<file path="src/rtl/can_mode_pkg.sv">
package can_mode_pkg;

   typedef enum logic [1:0] {
      MD_RUN    = 2'd0,
      MD_SLEEP  = 2'd1,
      MD_INIT   = 2'd2,
      MD_RESYNC = 2'd3
   } mode_e;

endpackage

</file>
<file path="src/rtl/can_mode_reqregs.sv">
module can_mode_reqregs (
   input  logic clk,
   input  logic rst_n,
   input  logic cpu_wr,
   input  logic cpu_sleep_req,
   input  logic cpu_init_req,
   input  logic cpu_wake_en,
   input  logic sleep_ack,
   input  logic init_ack,
   input  logic wake_clr,
   output logic sleep_req,
   output logic init_req,
   output logic wake_en
);

   logic slp_q, ini_q, wke_q;

   always_ff @(posedge clk or negedge rst_n) begin
      if (!rst_n) begin
         slp_q <= 1'b0;
         ini_q <= 1'b0;
         wke_q <= 1'b0;
      end else begin
         if (cpu_wr) wke_q <= cpu_wake_en;
         // sleep bit: self clear wins, clears honoured only once acknowledged
         if (wake_clr)
            slp_q <= 1'b0;
         else if (cpu_wr && (cpu_sleep_req || sleep_ack))
            slp_q <= cpu_sleep_req;
         if (cpu_wr && (cpu_init_req || init_ack))
            ini_q <= cpu_init_req;
      end
   end

   assign sleep_req = slp_q;
   assign init_req  = ini_q;
   assign wake_en   = wke_q;

   // a request only falls after its acknowledge was seen
   a_r3_sleep_no_early_clear : assert property (@(posedge clk) disable iff (!rst_n)
      $fell(slp_q) |-> $past(sleep_ack));
   a_r3_init_no_early_clear : assert property (@(posedge clk) disable iff (!rst_n)
      $fell(ini_q) |-> $past(init_ack));

endmodule

</file>
<file path="src/rtl/can_mode_resync.sv">
module can_mode_resync #(
   parameter int RESYNC_BITS = 11,
   parameter int BUSOFF_SEQS = 128
) (
   input  logic clk,
   input  logic rst_n,
   input  logic en,
   input  logic bit_tick,
   input  logic rx_recessive,
   input  logic bus_off,
   output logic done
);

   localparam int RW = $clog2(RESYNC_BITS + 1);
   localparam logic [RW-1:0] RUN_LAST = RW'(RESYNC_BITS - 1);

   logic [RW-1:0] run_q;
   logic          run_last, seq_done;

   assign run_last = (run_q == RUN_LAST);
   assign seq_done = en && bit_tick && rx_recessive && run_last;

   always_ff @(posedge clk or negedge rst_n) begin
      if (!rst_n)
         run_q <= '0;
      else if (!en)
         run_q <= '0;
      else if (bit_tick) begin
         if (!rx_recessive || run_last) run_q <= '0;
         else                           run_q <= run_q + 1'b1;
      end
   end

   generate
      if (BUSOFF_SEQS > 1) begin : g_busoff_cnt
         localparam int SW = $clog2(BUSOFF_SEQS + 1);
         localparam logic [SW-1:0] SEQ_LAST = SW'(BUSOFF_SEQS - 1);
         logic [SW-1:0] seq_q;
         logic          seq_last;
         assign seq_last = (seq_q == SEQ_LAST);
         always_ff @(posedge clk or negedge rst_n) begin
            if (!rst_n)
               seq_q <= '0;
            else if (!en)
               seq_q <= '0;
            else if (seq_done)
               seq_q <= seq_last ? '0 : seq_q + 1'b1;
         end
         assign done = seq_done && (!bus_off || seq_last);
         // while bus-off, completion needs the last run of the series
         a_r11_busoff_full_series : assert property (@(posedge clk) disable iff (!rst_n)
            (done && bus_off) |-> seq_last);
      end else begin : g_single_run
         logic unused_bus_off;
         assign unused_bus_off = bus_off;
         assign done = seq_done;
      end
   endgenerate

   // completion only on a recessive sample at a bit boundary
   a_r10_done_on_recessive : assert property (@(posedge clk) disable iff (!rst_n)
      done |-> (bit_tick && rx_recessive && en));

endmodule

</file>
<file path="src/rtl/can_mode_fsm.sv">
module can_mode_fsm
   import can_mode_pkg::*;
(
   input  logic  clk,
   input  logic  rst_n,
   input  logic  bit_tick,
   input  logic  sleep_req,
   input  logic  init_req,
   input  logic  wake_en,
   input  logic  rx_busy,
   input  logic  tx_all_empty,
   input  logic  bus_activity,
   input  logic  resync_done,
   output mode_e mode,
   output logic  sleep_ack,
   output logic  init_ack,
   output logic  soft_rst,
   output logic  wake_clr,
   output logic  resync_en
);

   mode_e mode_q, mode_d;
   logic  soft_rst_q;
   logic  bus_quiet;

   assign bus_quiet = !rx_busy && tx_all_empty;

   always_comb begin
      mode_d   = mode_q;
      wake_clr = 1'b0;
      if (bit_tick) begin
         unique case (mode_q)
            MD_RUN: begin
               if (init_req)                    mode_d = MD_INIT;
               else if (sleep_req && bus_quiet) mode_d = MD_SLEEP;
            end
            MD_SLEEP: begin
               if (init_req)       mode_d = MD_INIT;
               else if (!sleep_req) mode_d = MD_RESYNC;
               else if (wake_en && bus_activity) begin
                  mode_d   = MD_RESYNC;
                  wake_clr = 1'b1;
               end
            end
            MD_INIT: begin
               if (!init_req) mode_d = MD_RESYNC;
            end
            MD_RESYNC: begin
               if (init_req)         mode_d = MD_INIT;
               else if (resync_done) mode_d = MD_RUN;
            end
            default: mode_d = MD_RUN;
         endcase
      end
   end

   always_ff @(posedge clk or negedge rst_n) begin
      if (!rst_n) begin
         mode_q     <= MD_RUN;
         soft_rst_q <= 1'b0;
      end else begin
         mode_q     <= mode_d;
         soft_rst_q <= (mode_d == MD_INIT) && (mode_q != MD_INIT);
      end
   end

   assign mode      = mode_q;
   assign sleep_ack = (mode_q == MD_SLEEP);
   assign init_ack  = (mode_q == MD_INIT);
   assign soft_rst  = soft_rst_q;
   assign resync_en = (mode_q == MD_RESYNC);

   // acknowledges move only after a bit boundary
   a_r12_init_ack_on_tick : assert property (@(posedge clk) disable iff (!rst_n)
      !bit_tick |=> $stable(init_ack));
   a_r12_sleep_ack_on_tick : assert property (@(posedge clk) disable iff (!rst_n)
      !bit_tick |=> $stable(sleep_ack));
   // sleep only entered from a quiet bus
   a_r2_sleep_needs_idle : assert property (@(posedge clk) disable iff (!rst_n)
      $rose(sleep_ack) |-> $past(bus_quiet && sleep_req && !init_req));
   // reset pulse is one cycle and falls within init mode
   a_r7_pulse_in_init : assert property (@(posedge clk) disable iff (!rst_n)
      soft_rst |-> init_ack);
   a_r7_pulse_single : assert property (@(posedge clk) disable iff (!rst_n)
      soft_rst |=> !soft_rst);
   // with wake disabled, an unchanged sleep request keeps the block asleep
   a_r5_no_wake_when_off : assert property (@(posedge clk) disable iff (!rst_n)
      (sleep_ack && sleep_req && !wake_en && !init_req) |=> sleep_ack);

endmodule

</file>
<file path="src/rtl/can_mode_ctrl.sv">
module can_mode_ctrl
   import can_mode_pkg::*;
#(
   parameter int RESYNC_BITS = 11,
   parameter int BUSOFF_SEQS = 128
) (
   input  logic clk,
   input  logic rst_n,
   input  logic bit_tick,
   input  logic cpu_wr,
   input  logic cpu_sleep_req,
   input  logic cpu_init_req,
   input  logic cpu_wake_en,
   input  logic rx_busy,
   input  logic tx_all_empty,
   input  logic bus_activity,
   input  logic rx_recessive,
   input  logic bus_off,
   output logic sleep_req,
   output logic init_req,
   output logic wake_en,
   output logic sleep_ack,
   output logic init_ack,
   output logic tx_force_rec,
   output logic soft_rst,
   output logic cfg_wr_ok
);

   generate
      if (RESYNC_BITS < 2) begin : g_bad_resync_bits
         $error("can_mode_ctrl: RESYNC_BITS must be at least 2");
      end
      if (BUSOFF_SEQS < 1) begin : g_bad_busoff_seqs
         $error("can_mode_ctrl: BUSOFF_SEQS must be at least 1");
      end
   endgenerate

   mode_e mode;
   logic  wake_clr, resync_en, resync_done;

   can_mode_reqregs u_reqregs (
      .clk          (clk),
      .rst_n        (rst_n),
      .cpu_wr       (cpu_wr),
      .cpu_sleep_req(cpu_sleep_req),
      .cpu_init_req (cpu_init_req),
      .cpu_wake_en  (cpu_wake_en),
      .sleep_ack    (sleep_ack),
      .init_ack     (init_ack),
      .wake_clr     (wake_clr),
      .sleep_req    (sleep_req),
      .init_req     (init_req),
      .wake_en      (wake_en)
   );

   can_mode_resync #(
      .RESYNC_BITS(RESYNC_BITS),
      .BUSOFF_SEQS(BUSOFF_SEQS)
   ) u_resync (
      .clk         (clk),
      .rst_n       (rst_n),
      .en          (resync_en),
      .bit_tick    (bit_tick),
      .rx_recessive(rx_recessive),
      .bus_off     (bus_off),
      .done        (resync_done)
   );

   can_mode_fsm u_fsm (
      .clk         (clk),
      .rst_n       (rst_n),
      .bit_tick    (bit_tick),
      .sleep_req   (sleep_req),
      .init_req    (init_req),
      .wake_en     (wake_en),
      .rx_busy     (rx_busy),
      .tx_all_empty(tx_all_empty),
      .bus_activity(bus_activity),
      .resync_done (resync_done),
      .mode        (mode),
      .sleep_ack   (sleep_ack),
      .init_ack    (init_ack),
      .soft_rst    (soft_rst),
      .wake_clr    (wake_clr),
      .resync_en   (resync_en)
   );

   assign tx_force_rec = init_req || (mode != MD_RUN);
   assign cfg_wr_ok    = init_req && init_ack;

   // a pending init request always keeps the pin recessive
   a_r6_init_forces_rec : assert property (@(posedge clk) disable iff (!rst_n)
      init_req |-> tx_force_rec);
   // the two acknowledges are exclusive
   a_r9_acks_exclusive : assert property (@(posedge clk) disable iff (!rst_n)
      !(sleep_ack && init_ack));
   // config writes never open outside acknowledged init
   a_r8_cfg_in_init : assert property (@(posedge clk) disable iff (!rst_n)
      cfg_wr_ok |-> (init_ack && tx_force_rec));

endmodule

</file>
<file path="config.mk">
export PLATFORM = sky130hd
export DESIGN_NAME = can_mode_ctrl
export DESIGN_NICKNAME = d
export VERILOG_FILES = /design/src/rtl/can_mode_pkg.sv /design/src/rtl/can_mode_reqregs.sv /design/src/rtl/can_mode_resync.sv /design/src/rtl/can_mode_fsm.sv /design/src/rtl/can_mode_ctrl.sv
export SDC_FILE = /design/constraint.sdc
export NUM_CORES = 1
export LEC_CHECK = 0
export ABC_CLOCK_PERIOD_IN_PS = 4500
export BUFFER_PORTS_ARGS = -buffer_cell sky130_fd_sc_hd__buf_2
export CAP_MARGIN = 5
export CELL_PAD_IN_SITES_DETAIL_PLACEMENT = 1
export CELL_PAD_IN_SITES_GLOBAL_PLACEMENT = 1
export CORE_MARGIN = 2
export CORE_UTILIZATION = 35
export CTS_CLUSTER_SIZE = 12
export DETAILED_ROUTE_END_ITERATION = 8
export PLACE_DENSITY = 0.81
export RECOVER_POWER = 50
export SYNTH_ARGS = -nofsm -noshare
export SYNTH_HDL_FRONTEND = slang
export SYNTH_SLANG_ARGS = --single-unit
</file>
<file path="constraint.sdc">
create_clock -name clk -period 4.5 [get_ports clk]
set_input_delay 0.9 -clock clk [delete_from_list [all_inputs] [get_ports clk]]
set_output_delay 0.9 -clock clk [all_outputs]
set_load 0.005 [all_outputs]
</file>
# Word-level counts from Yosys, hierarchy flattened
# Cells that the tools add are included.
[op_classes]
n_reduce_logical = 22
muxes = 23
eq_ne = 9
n_addsub = 2
[ops]
columns = ["op", "n"]
rows = [
  ["2-to-1 mux 8 bit", 3],
  ["2-to-1 mux 2 bit", 9],
  ["2-to-1 mux 4 bit", 3],
  ["logical AND 1 bit", 11],
  ["adder 8 x 1 -> 8 bit (second input constant)", 1],
  ["equality test 8 x 7 -> 1 bit (second input constant)", 1],
  ["one-hot mux 2 bit (4 select lines)", 1],
  ["2-to-1 mux 1 bit", 7],
  ["equality test 2 bit (second input constant)", 3],
  ["!= test 2 bit (second input constant)", 3],
  ["logical OR 1 bit", 5],
  ["adder 4 x 1 -> 4 bit (second input constant)", 1],
  ["equality test 4 bit (second input constant)", 1],
  ["nonzero test 2 bit", 2],
  ["logical NOT 1 bit", 3],
  ["equality test 2 x 1 -> 1 bit (second input constant)", 1],
  ["logical NOT 2 bit", 1],
]
[totals]
out_inout_bits = 8
inputBits = 12
ff_bits = 18
wordCells = 63

# Longest topological paths before layout
# Gate-level depths: netlist of the first run.
[depth]
ltp_word = 11
mapped_depth = 7
depth_no_buf = 6

# Modules after synthesis
# Synthesis of the first run repeated with hierarchy kept, for this count alone.
[unflattened]
cells_unflattened = 105
hier_area_um2 = 1019.7
[modules_own_cells]
columns = ["module", "instances", "cells_each", "seq_area_each_um2", "area_each_um2"]
rows = [
  ["can_mode_resync", 1, 74, 300.3, 704.4],
  ["can_mode_fsm", 1, 20, 75.1, 181.4],
  ["can_mode_reqregs", 1, 9, 75.1, 121.4],
  ["can_mode_ctrl", 1, 2, 0.0, 12.5],
]

# Least setup slack after synthesis of the first run
# OpenSTA, ideal clock, no wires.
[synth_path]
path_type = "input-to-reg"
start = "input port bit_tick"
end = "register u_resync.g_busoff_cnt.seq_q[5]"
path_slack_ns = 2.376
path_buffers = 2
setup_time_ns = 0.078
stages = 6
t_required_ns = 4.422
arrival_ns = 2.046
cell_sequence = "buf_4 > nand2_2 > or2_1 > buf_6 > or4_1 > a21oi_1"
[synth_via]
elab_chain_len = 4
[synth_lines]
columns = ["element", "line", "source"]
rows = [
  ["from (decl)", "can_mode_ctrl.sv:9", "input logic bit_tick,"],
  ["logical AND 1 bit (3 in a row)", "can_mode_resync.sv:21", "assign seq_done = en && bit_tick && rx_recessive && run_last;"],
  ["!= test 2 bit (no source line)", "--", ""],
  ["to (signal assigned)", "can_mode_resync.sv:47", "seq_q <= seq_last ? '0 : seq_q + 1'b1;"],
  ["to (decl)", "can_mode_resync.sv:38", "logic [SW-1:0] seq_q;"],
]
# No other way between the ends.
# A chain may end at the register's enable or synchronous reset.

# Worst setup path in the final report of the first run
[layout_path]
start = "register u_fsm.mode_q[1], in the netlist u_fsm.mode[1]"
end = "output port cfg_wr_ok"
[layout_via]
elab_chain_len = 2
[layout_lines]
columns = ["element", "line", "source"]
rows = [
  ["from (decl)", "can_mode_fsm.sv:22", "mode_e mode_q, mode_d;"],
  ["from (signal assigned)", "can_mode_fsm.sv:62", "mode_q <= mode_d;"],
  ["equality test 2 bit", "can_mode_fsm.sv:69", "assign init_ack = (mode_q == MD_INIT);"],
  ["logical AND 1 bit", "can_mode_ctrl.sv:89", "assign cfg_wr_ok = init_req && init_ack;"],
  ["to (decl)", "can_mode_ctrl.sv:26", "output logic cfg_wr_ok"],
]
# No other way between the ends.

==> metrics.csv, run 1 <==
stage,metric,value,unit
clocking,cts-root-buf,clkbuf_4,
timing,holdWs,0.573,ns
die,die_height,57.5,µm
power_and_ir_drop,peakVddDrop,0.154,mV
place,io_buffers,19,
route,dr_total_vias,868,
run,drv_cap,0,
worst_setup_path,critPathMaxFanout,7,
timing,fin_crit_sh,0.494,
synth,ys_types,33,
cells_and_area,area_growth_syn_to_layout,13.0,%
timing,final.setup.tns,0,ns
synth,ys_seq_elements,18,
hold_path,whs_endpoint,u_reqregs.wake_en,
place,placed_area,1110,µm²
worst_setup_path,reg2reg_slack,2.40,ns
place,gp_congestion,0.870,
timing,hold_viol,0,
timing,period_minus_slack,2.22,ns
worst_setup_path,worst_r2r_endpoint,u_fsm.mode[1],
timing,rsz0062_at_grt,no,
hold_path,hold_path_class,register to register,
timing,slew_viol_final,0,
cells_and_area,fin_cells,160,
clocking,numClockSinks,18,
place,dpl.hpwl,1.90,mm
cells_and_area,finish.instance_area,1130,µm²
power_and_ir_drop,switchingPower,99.5,µW
die,dieArea,3300,µm²
die,start_util,0.366,
route,wl,2.40,mm
worst_setup_path,critPathSlowestCell,dfrtp_1,
power_and_ir_drop,power.leakage,0.000500,µW
worst_setup_path,critPathLaunchType,register,
place,place_inst,157,
cells_and_area,layout_common_cells,"18 x dfrtp_1, 16 x buf_2, 12 x nand2_1, 12 x a21oi_1, 9 x nand3_1",
worst_setup_path,crit_required,3.60,ns
die,ioPinCount,20,
power_and_ir_drop,p_comb_frac,0.191,
global_routing,grt_util_all_layers,0.168,
timing,max_freq,0.450,GHz
power_and_ir_drop,power.density,289,nW/µm²
route,ant_nets,0,
cells_and_area,drive_gt1_frac,0.171,
clocking,holdBufCountCts,0,
hold_path,hold_depth,1,
route,viasPerCell,5.43,
timing,final-setup-viol-count,0,
global_routing,grt_max_degree,19,
status,run_status,finished clean,
cells_and_area,nets,146,
worst_setup_path,max_stage_delay,0.44,ns
timing,slew_headroom,0.354,
die,fp.dieW,57.5,µm
clocking,cts_tree,yes,
power_and_ir_drop,seq_power_share,0.561,
global_routing,first_global_vias,969,
die,rows,19,
clocking,clkSlewWorstSetupHoldPaths,0.10,ns
cells_and_area,diodes,0,
route,drtIter0Drc,5,
worst_setup_path,reg2reg_from,u_resync.g_busoff_cnt.seq_q[0],
clocking,numCtsBuffers,3,
synth,yosysSeqAreaShare,0.450,
power_and_ir_drop,swShare,0.304,
clocking,clkLatencyLatePin,0.29,ns
cells_and_area,final_core_util,0.414,
route,drtPass1Iterations,3,
global_routing,grt.overflow.total,0,
cells_and_area,layout_commonest_cell,dfrtp_1,
hold_path,min_from,u_reqregs.wake_en,
global_routing,grt_pass1_wl,4.30,mm
worst_setup_path,cp-end-kind,output pin,
route,drc,0,
power_and_ir_drop,internal-power,228,µW
worst_setup_path,crit_chain,nor2b_1 > and2_1 > buf_2,
clocking,ctsLongestPathBuffers,2,
timing,skew,0.00929,ns
synth,yosys_warnings,0,
die,core,2730,µm²
global_routing,antenna_found_initial,0,
synth,syn_avg_cell_area,9.10,µm²
clocking,h-tree-depth,1,
power_and_ir_drop,pwr-share-clk,0.249,
worst_setup_path,crit_arrival,1.32,ns
clocking,post-cts-setup-buffers,0,
timing,worst_pin_slew,0.969,ns
synth,syn_inst,110,
synth,synth.cell_area,1000,µm²
route,wl_per_cell,15.0,µm
worst_setup_path,worstSetupPathType,register to output pin,
synth,syn_nets,125,
worst_setup_path,r2r_cells,5,
clocking,cts_resized,0,
-- registers in the layout, summed over array words and instances, names as in the netlist --
name,cells
u_reqregs.sleep_req,1
u_reqregs.init_req,1
u_resync.run_q,4
u_fsm.mode,2
u_fsm.soft_rst,1
u_resync.g_busoff_cnt.seq_q,8
u_reqregs.wake_en,1
-- synthesized netlist by cell type (all sizes together) --
library cell,number,area [µm²]
a211oi,2,15.0
a21oi,12,60.1
a22o,1,8.76
a31oi,1,6.26
and2,3,18.8
buf,2,18.8
clkbuf,1,3.75
dfrtp,18,450
ha,3,37.5
inv,6,22.5
mux2,1,11.3
mux2i,1,10.0
nand2,13,51.3
nand2b,1,6.26
nand3,9,45.0
nand3b,3,35.0
nand4,2,12.5
nor2,5,18.8
nor2b,4,25.0
nor3,4,20.0
nor4,2,12.5
o21ai,4,20.0
o21bai,1,7.51
o31a,1,8.76
o31ai,2,15.0
or2,1,6.26
or3,2,12.5
or4,2,15.0
xnor2,3,26.3
-- worst max-delay path: cells and delay by family, from the launching register on --
kind          cells  cell delay [ns]
simple gates      2             0.49
buf+inv           1             0.10
flops             1             0.44
-- logic make-up after synthesis --
kind of cell	share of synthesized area
simple gates	0.279
flops	0.450
compound gates	0.141
fa+ha+maj	0.0375
buf+inv	0.0450
mux	0.0212
xor+xnor	0.0263
-- stage by stage --
| step | power (µW) | setup slack (ns) |
|---|---|---|
| finish | 327 | 2.28 |
| detailed placement | 252 | 2.25 |
| global route | 349 | 2.17 |
| global placement | 247 | 2.31 |
| floorplan | 221 | 2.38 |
| CTS | 333 | 2.26 |
-- metal layers --
metal | track usage | wire (µm)
met1 | 0.201 | 1020
met2 | 0.304 | 1310
met3 | 0.0272 | 80
met4 | 0.0565 | 0
met5 | 0 | 0
-- power by group through the flow --
stage          clock (µW)  combinational (µW)  sequential (µW)
2_1_floorplan           0                36.6              184
6_report             81.4                62.4              183
3_5_place_dp            0                65.1              187
4_1_cts              84.2                65.5              184
5_1_grt              92.6                70.9              186
3_3_place_gp            0                61.2              186
-- cell type report --
cell class / count / area [µm²]
Clock buffer: 3 / 22.5
Fill cell: 333 / 1600
Inverter: 6 / 22.5
Multi-Input combinational cell: 83 / 505
Sequential cell: 18 / 450
Tap cell: 31 / 38.8
Timing Repair Buffer: 19 / 91.3
-- how the worst max path moves through the flow --
| stage | start | end | slack (ns) |
|---|---|---|---|
| 3_5_place_dp | bit_tick | u_resync.g_busoff_cnt.seq_q[5] | 2.25 |
| 5_1_grt | u_fsm.mode[1] | cfg_wr_ok | 2.17 |
| 4_1_cts | u_fsm.mode[1] | cfg_wr_ok | 2.26 |
| 6_report | u_fsm.mode[1] | cfg_wr_ok | 2.28 |
| 3_3_place_gp | bit_tick | u_resync.g_busoff_cnt.seq_q[5] | 2.31 |
| 2_1_floorplan | bit_tick | u_resync.g_busoff_cnt.seq_q[5] | 2.38 |
No activity file was read; power rests on OpenSTA's default activity.
==> run 2, diff against run 1 <==
--- a/config.mk
+++ b/config.mk
@@ -5,7 +5,7 @@
 export SDC_FILE = /design/constraint.sdc
 export NUM_CORES = 1
 export LEC_CHECK = 0
-export ABC_CLOCK_PERIOD_IN_PS = 4500
+export ABC_CLOCK_PERIOD_IN_PS = 2200
 export BUFFER_PORTS_ARGS = -buffer_cell sky130_fd_sc_hd__buf_2
 export CAP_MARGIN = 5
 export CELL_PAD_IN_SITES_DETAIL_PLACEMENT = 1
==> constraint.sdc (replaced) <==
create_clock -name clk -period 2.2 [get_ports clk]
set_input_delay 0.44 -clock clk [delete_from_list [all_inputs] [get_ports clk]]
set_output_delay 0.44 -clock clk [all_outputs]
set_load 0.005 [all_outputs]
==> metrics.csv, run 2 (synthesis gave the netlist of run 1 again) <==
stage,metric,value,unit,change
worst_setup_path,crit_arrival,2.16,ns,+0.84 ns
worst_setup_path,reg2reg_slack,0.23,ns,-2.17 ns
die,dieArea,3300,µm²,unchanged
timing,slew_headroom,0.345,,-0.00963
clocking,numClockSinks,18,,unchanged
run,drv_cap,0,,unchanged
route,routed.top_layer,met4,,
global_routing,antenna_found_initial,0,,unchanged
worst_setup_path,critPathLaunchType,register,,
worst_setup_path,reg2reg_from,u_resync.g_busoff_cnt.seq_q[0],,
clocking,numCtsBuffers,3,,unchanged
timing,max_freq,0.507,GHz,
hold_path,hold_path_class,input port to asynchronous set/reset pin,,
power_and_ir_drop,power,719,µW,+120%
die,start_util,0.366,,unchanged
cells_and_area,top_register,u_resync.g_busoff_cnt.seq_q,,
worst_setup_path,worst_r2r_endpoint,u_fsm.mode[1],,
clocking,cts-root-buf,clkbuf_4,,
clocking,holdBufCountCts,0,,unchanged
cells_and_area,area_growth_syn_to_layout,14.6,%,
timing,holdWs,0.258,ns,-0.315 ns
global_routing,grt_pass1_wl,4.07,mm,-5.3%
route,ant_nets,0,,unchanged
die,die_height,57.5,µm,unchanged
route,drtPass1Iterations,4,,+1
timing,hold_viol,0,,unchanged
route,wl_met3,78,µm,-2.5%
worst_setup_path,max_stage_delay,0.58,ns,+0.14 ns
route,m1WireLength,1.11,mm,+9.3%
worst_setup_path,critPathSlowestCell,or4_1,,
global_routing,first_global_vias,909,,-6.2%
cells_and_area,nets,146,,unchanged
worst_setup_path,crit_chain,ha_1 > inv_1 > or4_1 > a211oi_1 > a21oi_1,,
clocking,cts_tree,yes,,
place,io_buffers,19,,unchanged
place,gp_congestion,0.777,,-11%
power_and_ir_drop,peakVddDrop,0.395,mV,+160%
route,wl_per_cell,14.4,µm,-4.1%
die,rows,19,,unchanged
worst_setup_path,crit_required,2.38,ns,-1.22 ns
place,pre_cts_slack,0.309,ns,-1.94 ns
global_routing,grt.overflow.total,0,,unchanged
clocking,clkLatencyLatePin,0.30,ns,about the same
clocking,post-cts-setup-buffers,0,,unchanged
timing,skew,0.00332,ns,-0.00597 ns
global_routing,grt_max_degree,19,,unchanged
die,ioPinCount,20,,unchanged
route,met2RoutedLength,1.10,mm,-16%
worst_setup_path,r2r_cells,5,,unchanged
worst_setup_path,worstSetupPathType,register to register,,
status,run_status,finished clean,,
worst_setup_path,cp-end-kind,register,,
timing,final-setup-viol-count,0,,unchanged
clocking,h-tree-depth,1,,unchanged
power_and_ir_drop,power.density,627,nW/µm²,+120%
worst_setup_path,path_delay_family,simple AND/OR/NAND/NOR gates,,
die,fp.dieW,57.5,µm,unchanged
timing,period_minus_slack,1.97,ns,
route,drtIter0Drc,7,,+2
route,dr_total_vias,889,,+2.4%
cells_and_area,layout_common_cells,"18 x buf_2, 18 x dfrtp_1, 12 x nand2_1, 12 x a21oi_1, 9 x nand3_1",,
die,core,2730,µm²,unchanged
timing,layout_setup_ws,0.229,ns,-2.05 ns
worst_setup_path,worst-path-buf-inv,1,,unchanged
cells_and_area,drive_gt1_frac,0.192,,+0.0218
timing,rsz0062_at_grt,no,,
global_routing,grt_util_all_layers,0.157,,-0.0110
clocking,cts_resized,0,,unchanged
timing,final.setup.tns,0,ns,unchanged
worst_setup_path,critPathMaxFanout,6,,-1
place,dpl.hpwl,1.78,mm,-6.3%
timing,slew_viol_final,0,,unchanged
power_and_ir_drop,power.leakage,0.000513,µW,+2.5%
cells_and_area,largest_reg_flops,8,,unchanged
cells_and_area,diodes,0,,unchanged
cells_and_area,fin_cells,161,,+0.63%
route,viasPerCell,5.52,,+1.8%
clocking,ctsLongestPathBuffers,2,,unchanged
place,place_inst,157,,unchanged
timing,worst_pin_slew,0.983,ns,+0.0145 ns
route,wl,2.32,mm,-3.5%
timing,fin_crit_sh,0.896,,
clocking,clkSlewWorstSetupHoldPaths,0.11,ns,about the same
route,drc,0,,unchanged
==> run 2: changes by cell type in the layout (fill, tap and decap cells not counted) <==
cell and change:
clkbuf_1 -2, clkbuf_8 +1, buf_2 +2
==> run 2: how the worst max path moves through the flow <==
stage / start / end / slack [ns] / cells past startpoint
after CTS: u_resync.g_busoff_cnt.seq_q[0] / u_fsm.mode[1] / 0.28 / 5
final: u_resync.g_busoff_cnt.seq_q[0] / u_fsm.mode[1] / 0.23 / 5
after floorplan: u_resync.run_q[0] / u_resync.g_busoff_cnt.seq_q[5] / 0.43 / 7
after global routing: u_resync.g_busoff_cnt.seq_q[0] / u_fsm.mode[1] / 0.11 / 5
after global placement: u_resync.g_busoff_cnt.seq_q[0] / u_fsm.mode[1] / 0.36 / 5
after detailed placement: u_resync.g_busoff_cnt.seq_q[0] / u_fsm.mode[1] / 0.31 / 5
==> run 2: metal layers <==
metal  vias up  GRT usage
li1        430          -
met1       436      0.213
met2        19      0.260
met3         4     0.0272
met4         0     0.0399
met5         -          0
==> run 2: final cells by class <==
cell class	instances	area (µm²)
Multi-Input combinational cell	83	505
Inverter	6	22.5
Fill cell	329	1590
Tap cell	31	38.8
Clock buffer	4	36.3
Sequential cell	18	450
Timing Repair Buffer	19	93.8
==> run 2: per-stage QoR <==
stage	instance area [µm²]	utilization
finish	1150	0.420
global route	1150	0.420
CTS	1150	0.420
detailed placement	1110	0.407
global placement	1110	0.407
floorplan	1000	-
==> run 2: power by group <==
part	switching, µW	internal [µW]
clock network	113	101
registers	25.0	351
logic	77.5	51.7
total	216	504
==> run 3, diff against run 2 <==
--- a/config.mk
+++ b/config.mk
@@ -5,7 +5,7 @@
 export SDC_FILE = /design/constraint.sdc
 export NUM_CORES = 1
 export LEC_CHECK = 0
-export ABC_CLOCK_PERIOD_IN_PS = 2200
+export ABC_CLOCK_PERIOD_IN_PS = 1600
 export BUFFER_PORTS_ARGS = -buffer_cell sky130_fd_sc_hd__buf_2
 export CAP_MARGIN = 5
 export CELL_PAD_IN_SITES_DETAIL_PLACEMENT = 1
@@ -14,7 +14,7 @@
 export CORE_UTILIZATION = 35
 export CTS_CLUSTER_SIZE = 12
 export DETAILED_ROUTE_END_ITERATION = 8
-export PLACE_DENSITY = 0.81
+export PLACE_DENSITY = 0.84
 export RECOVER_POWER = 50
 export SYNTH_ARGS = -nofsm -noshare
 export SYNTH_HDL_FRONTEND = slang
==> constraint.sdc (replaced) <==
create_clock -name clk -period 1.6 [get_ports clk]
set_input_delay 0.32 -clock clk [delete_from_list [all_inputs] [get_ports clk]]
set_output_delay 0.32 -clock clk [all_outputs]
set_load 0.005 [all_outputs]
==> metrics.csv, run 3 (synthesis gave the netlist of run 1 again) <==
stage,metric,value,unit,change
run,drv_cap,0,,unchanged
route,drc,0,,unchanged
route,drtIter0Drc,8,,+1
place,place_inst,168,,+7.0%
worst_setup_path,critPathMaxFanout,3,,-3
worst_setup_path,critPathLaunchType,register,,
worst_setup_path,worst-path-buf-inv,1,,unchanged
clocking,ctsLongestPathBuffers,2,,unchanged
timing,skew,0.00527,ns,+0.00195 ns
worst_setup_path,critPathSlowestCell,dfrtp_1,,
global_routing,grt.overflow.total,0,,unchanged
route,wl,2.85,mm,+23%
power_and_ir_drop,switchingPower,315,µW,+46%
cells_and_area,area_growth_syn_to_layout,36.3,%,
timing,max_freq,0.627,GHz,
cells_and_area,layout_commonest_cell,buf_2,,
timing,slew_headroom,0.341,,-0.00338
cells_and_area,nets,164,,+12%
clocking,numClockSinks,18,,unchanged
worst_setup_path,max_stage_delay,0.44,ns,-0.14 ns
power_and_ir_drop,seq_power_share,0.492,,-0.030
die,dieArea,3300,µm²,unchanged
clocking,clkLatencyLatePin,0.30,ns,about the same
die,core,2730,µm²,unchanged
cells_and_area,diodes,0,,unchanged
place,gp_congestion,0.827,,+6.5%
cells_and_area,top_register,u_resync.g_busoff_cnt.seq_q,,
die,start_util,0.366,,unchanged
status,run_status,finished clean,,
worst_setup_path,worstSetupPathType,register to output pin,,
route,drtPass1Iterations,4,,unchanged
place,dpl.hpwl,2.08,mm,+17%
route,ant_nets,0,,unchanged
route,wl_per_cell,15.9,µm,+10%
worst_setup_path,r2r_cells,6,,+1
clocking,numCtsBuffers,3,,unchanged
worst_setup_path,crit_chain,or3_1 > buf_2,,
timing,slew_viol_final,0,,unchanged
cells_and_area,finish.instance_area,1360,µm²,+19%
route,viasPerCell,5.47,,-0.85%
die,fp.dieW,57.5,µm,unchanged
clocking,cts_tree,yes,,
power_and_ir_drop,power.leakage,0.000626,µW,+22%
global_routing,grt_max_degree,19,,unchanged
worst_setup_path,crit_arrival,1.28,ns,-0.88 ns
worst_setup_path,cp-end-kind,output pin,,
route,dr_total_vias,980,,+10%
cells_and_area,fin_cells,179,,+11%
timing,period_minus_slack,1.60,ns,
clocking,h-tree-depth,1,,unchanged
global_routing,antenna_found_initial,0,,unchanged
worst_setup_path,reg2reg_from,u_resync.run_q[0],,
worst_setup_path,crit_required,1.28,ns,-1.10 ns
timing,final-setup-viol-count,0,,unchanged
hold_path,min_from,cpu_init_req,,
die,die_height,57.5,µm,unchanged
place,placed_area,1210,µm²,+8.7%
worst_setup_path,reg2reg_slack,0.01,ns,-0.22 ns
hold_path,hold_depth,2,,
power_and_ir_drop,pwr-share-clk,0.275,,-0.023
cells_and_area,drive_gt1_frac,0.392,,+0.200
hold_path,hold_path_class,input port to register,,
hold_path,whs_endpoint,u_reqregs.init_req,,
cells_and_area,largest_reg_flops,8,,unchanged
timing,hold_viol,0,,unchanged
global_routing,grt_pass1_wl,4.86,mm,+19%
die,rows,19,,unchanged
power_and_ir_drop,power.density,767,nW/µm²,+22%
power_and_ir_drop,swShare,0.301,,+0.00110
cells_and_area,layout_common_cells,"18 x buf_2, 17 x buf_4, 17 x dfrtp_1",,
timing,worst_pin_slew,0.988,ns,+0.00507 ns
timing,fin_crit_sh,0.997,,
power_and_ir_drop,p_comb_frac,0.233,,+0.053
die,ioPinCount,20,,unchanged
global_routing,first_global_vias,1086,,+19%
worst_setup_path,path_delay_family,flip-flops,,
power_and_ir_drop,peakVddDrop,0.423,mV,+7.0%
worst_setup_path,worst_r2r_endpoint,u_resync.g_busoff_cnt.seq_q[5],,
power_and_ir_drop,internal-power,731,µW,+45%
timing,rsz0062_at_grt,yes,,
global_routing,grt_util_all_layers,0.195,,+0.0381
place,io_buffers,19,,unchanged
clocking,cts-root-buf,clkbuf_4,,
clocking,clkSlewWorstSetupHoldPaths,0.11,ns,about the same
## run 3: cell count changes in the layout (fill, tap and decap cells not counted), moves of 2 or more
cell	change
or4_4	+2
buf_4	+17
inv_1	-2
or4_1	-2
inv_2	+2
ha_1	-2
## run 3: timing repair
action                                 CTS  global route
setup buffers                            3             3
setup endpoints to repair                8             8
pin swaps                                3             1
endpoints found under the hold margin   18             0
resized for setup                        8             7
hold buffers                             1             0
## run 3: layer usage
| metal | routed length, µm | track usage | vias up | part of all wire |
|---|---|---|---|---|
| li1 | - | - | 466 | - |
| met1 | 1180 | 0.239 | 492 | 0.41 |
| met2 | 1550 | 0.336 | 18 | 0.54 |
| met3 | 80 | 0.0227 | 4 | 0.028 |
| met4 | 39 | 0.0997 | 0 | 0.014 |
| met5 | 0 | 0 | - | 0 |
## run 3: per-stage QoR
stage	setup WS, ns	hold slack [ns]	total power, µW	utilization	setup TNS, ns
CTS	-0.0108	0.250	1050	0.481	-0.0139
detailed placement	-0.0799	0.285	731	0.442	-0.271
floorplan	-0.0947	0.0244	623	-	-0.100
finish	0.00455	0.254	1050	0.499	0
global route	-0.0546	0.253	1120	0.499	-0.150
global placement	0.0343	0.278	719	0.442	0
## run 3: cell type report
cell class,count,area (µm²)
Clock buffer,4,36.3
Multi-Input combinational cell,83,583
Inverter,6,22.5
Fill cell,327,1370
Sequential cell,18,452
Timing Repair Buffer,37,231
Tap cell,31,38.8
## run 3: how the worst max path moves through the flow
stage          slack [ns]                              to                            from  cells after the start
2_1_floorplan       -0.09  u_resync.g_busoff_cnt.seq_q[5]               u_resync.run_q[0]                      7
3_3_place_gp         0.03  u_resync.g_busoff_cnt.seq_q[5]               u_resync.run_q[0]                      6
3_5_place_dp        -0.08  u_resync.g_busoff_cnt.seq_q[5]               u_resync.run_q[0]                      6
4_1_cts             -0.01                    tx_force_rec                   u_fsm.mode[1]                      2
5_1_grt             -0.05                   u_fsm.mode[1]  u_resync.g_busoff_cnt.seq_q[5]                      4
6_report            0.005                    tx_force_rec                   u_fsm.mode[0]                      2
## run 3: power groups by stage
stage	sequential, µW	clock [µW]	combinational (µW)
6_report	515	287	244
5_1_grt	521	320	275
4_1_cts	513	297	242
3_5_place_dp	523	0	208
3_3_place_gp	519	0	199
2_1_floorplan	518	0	104
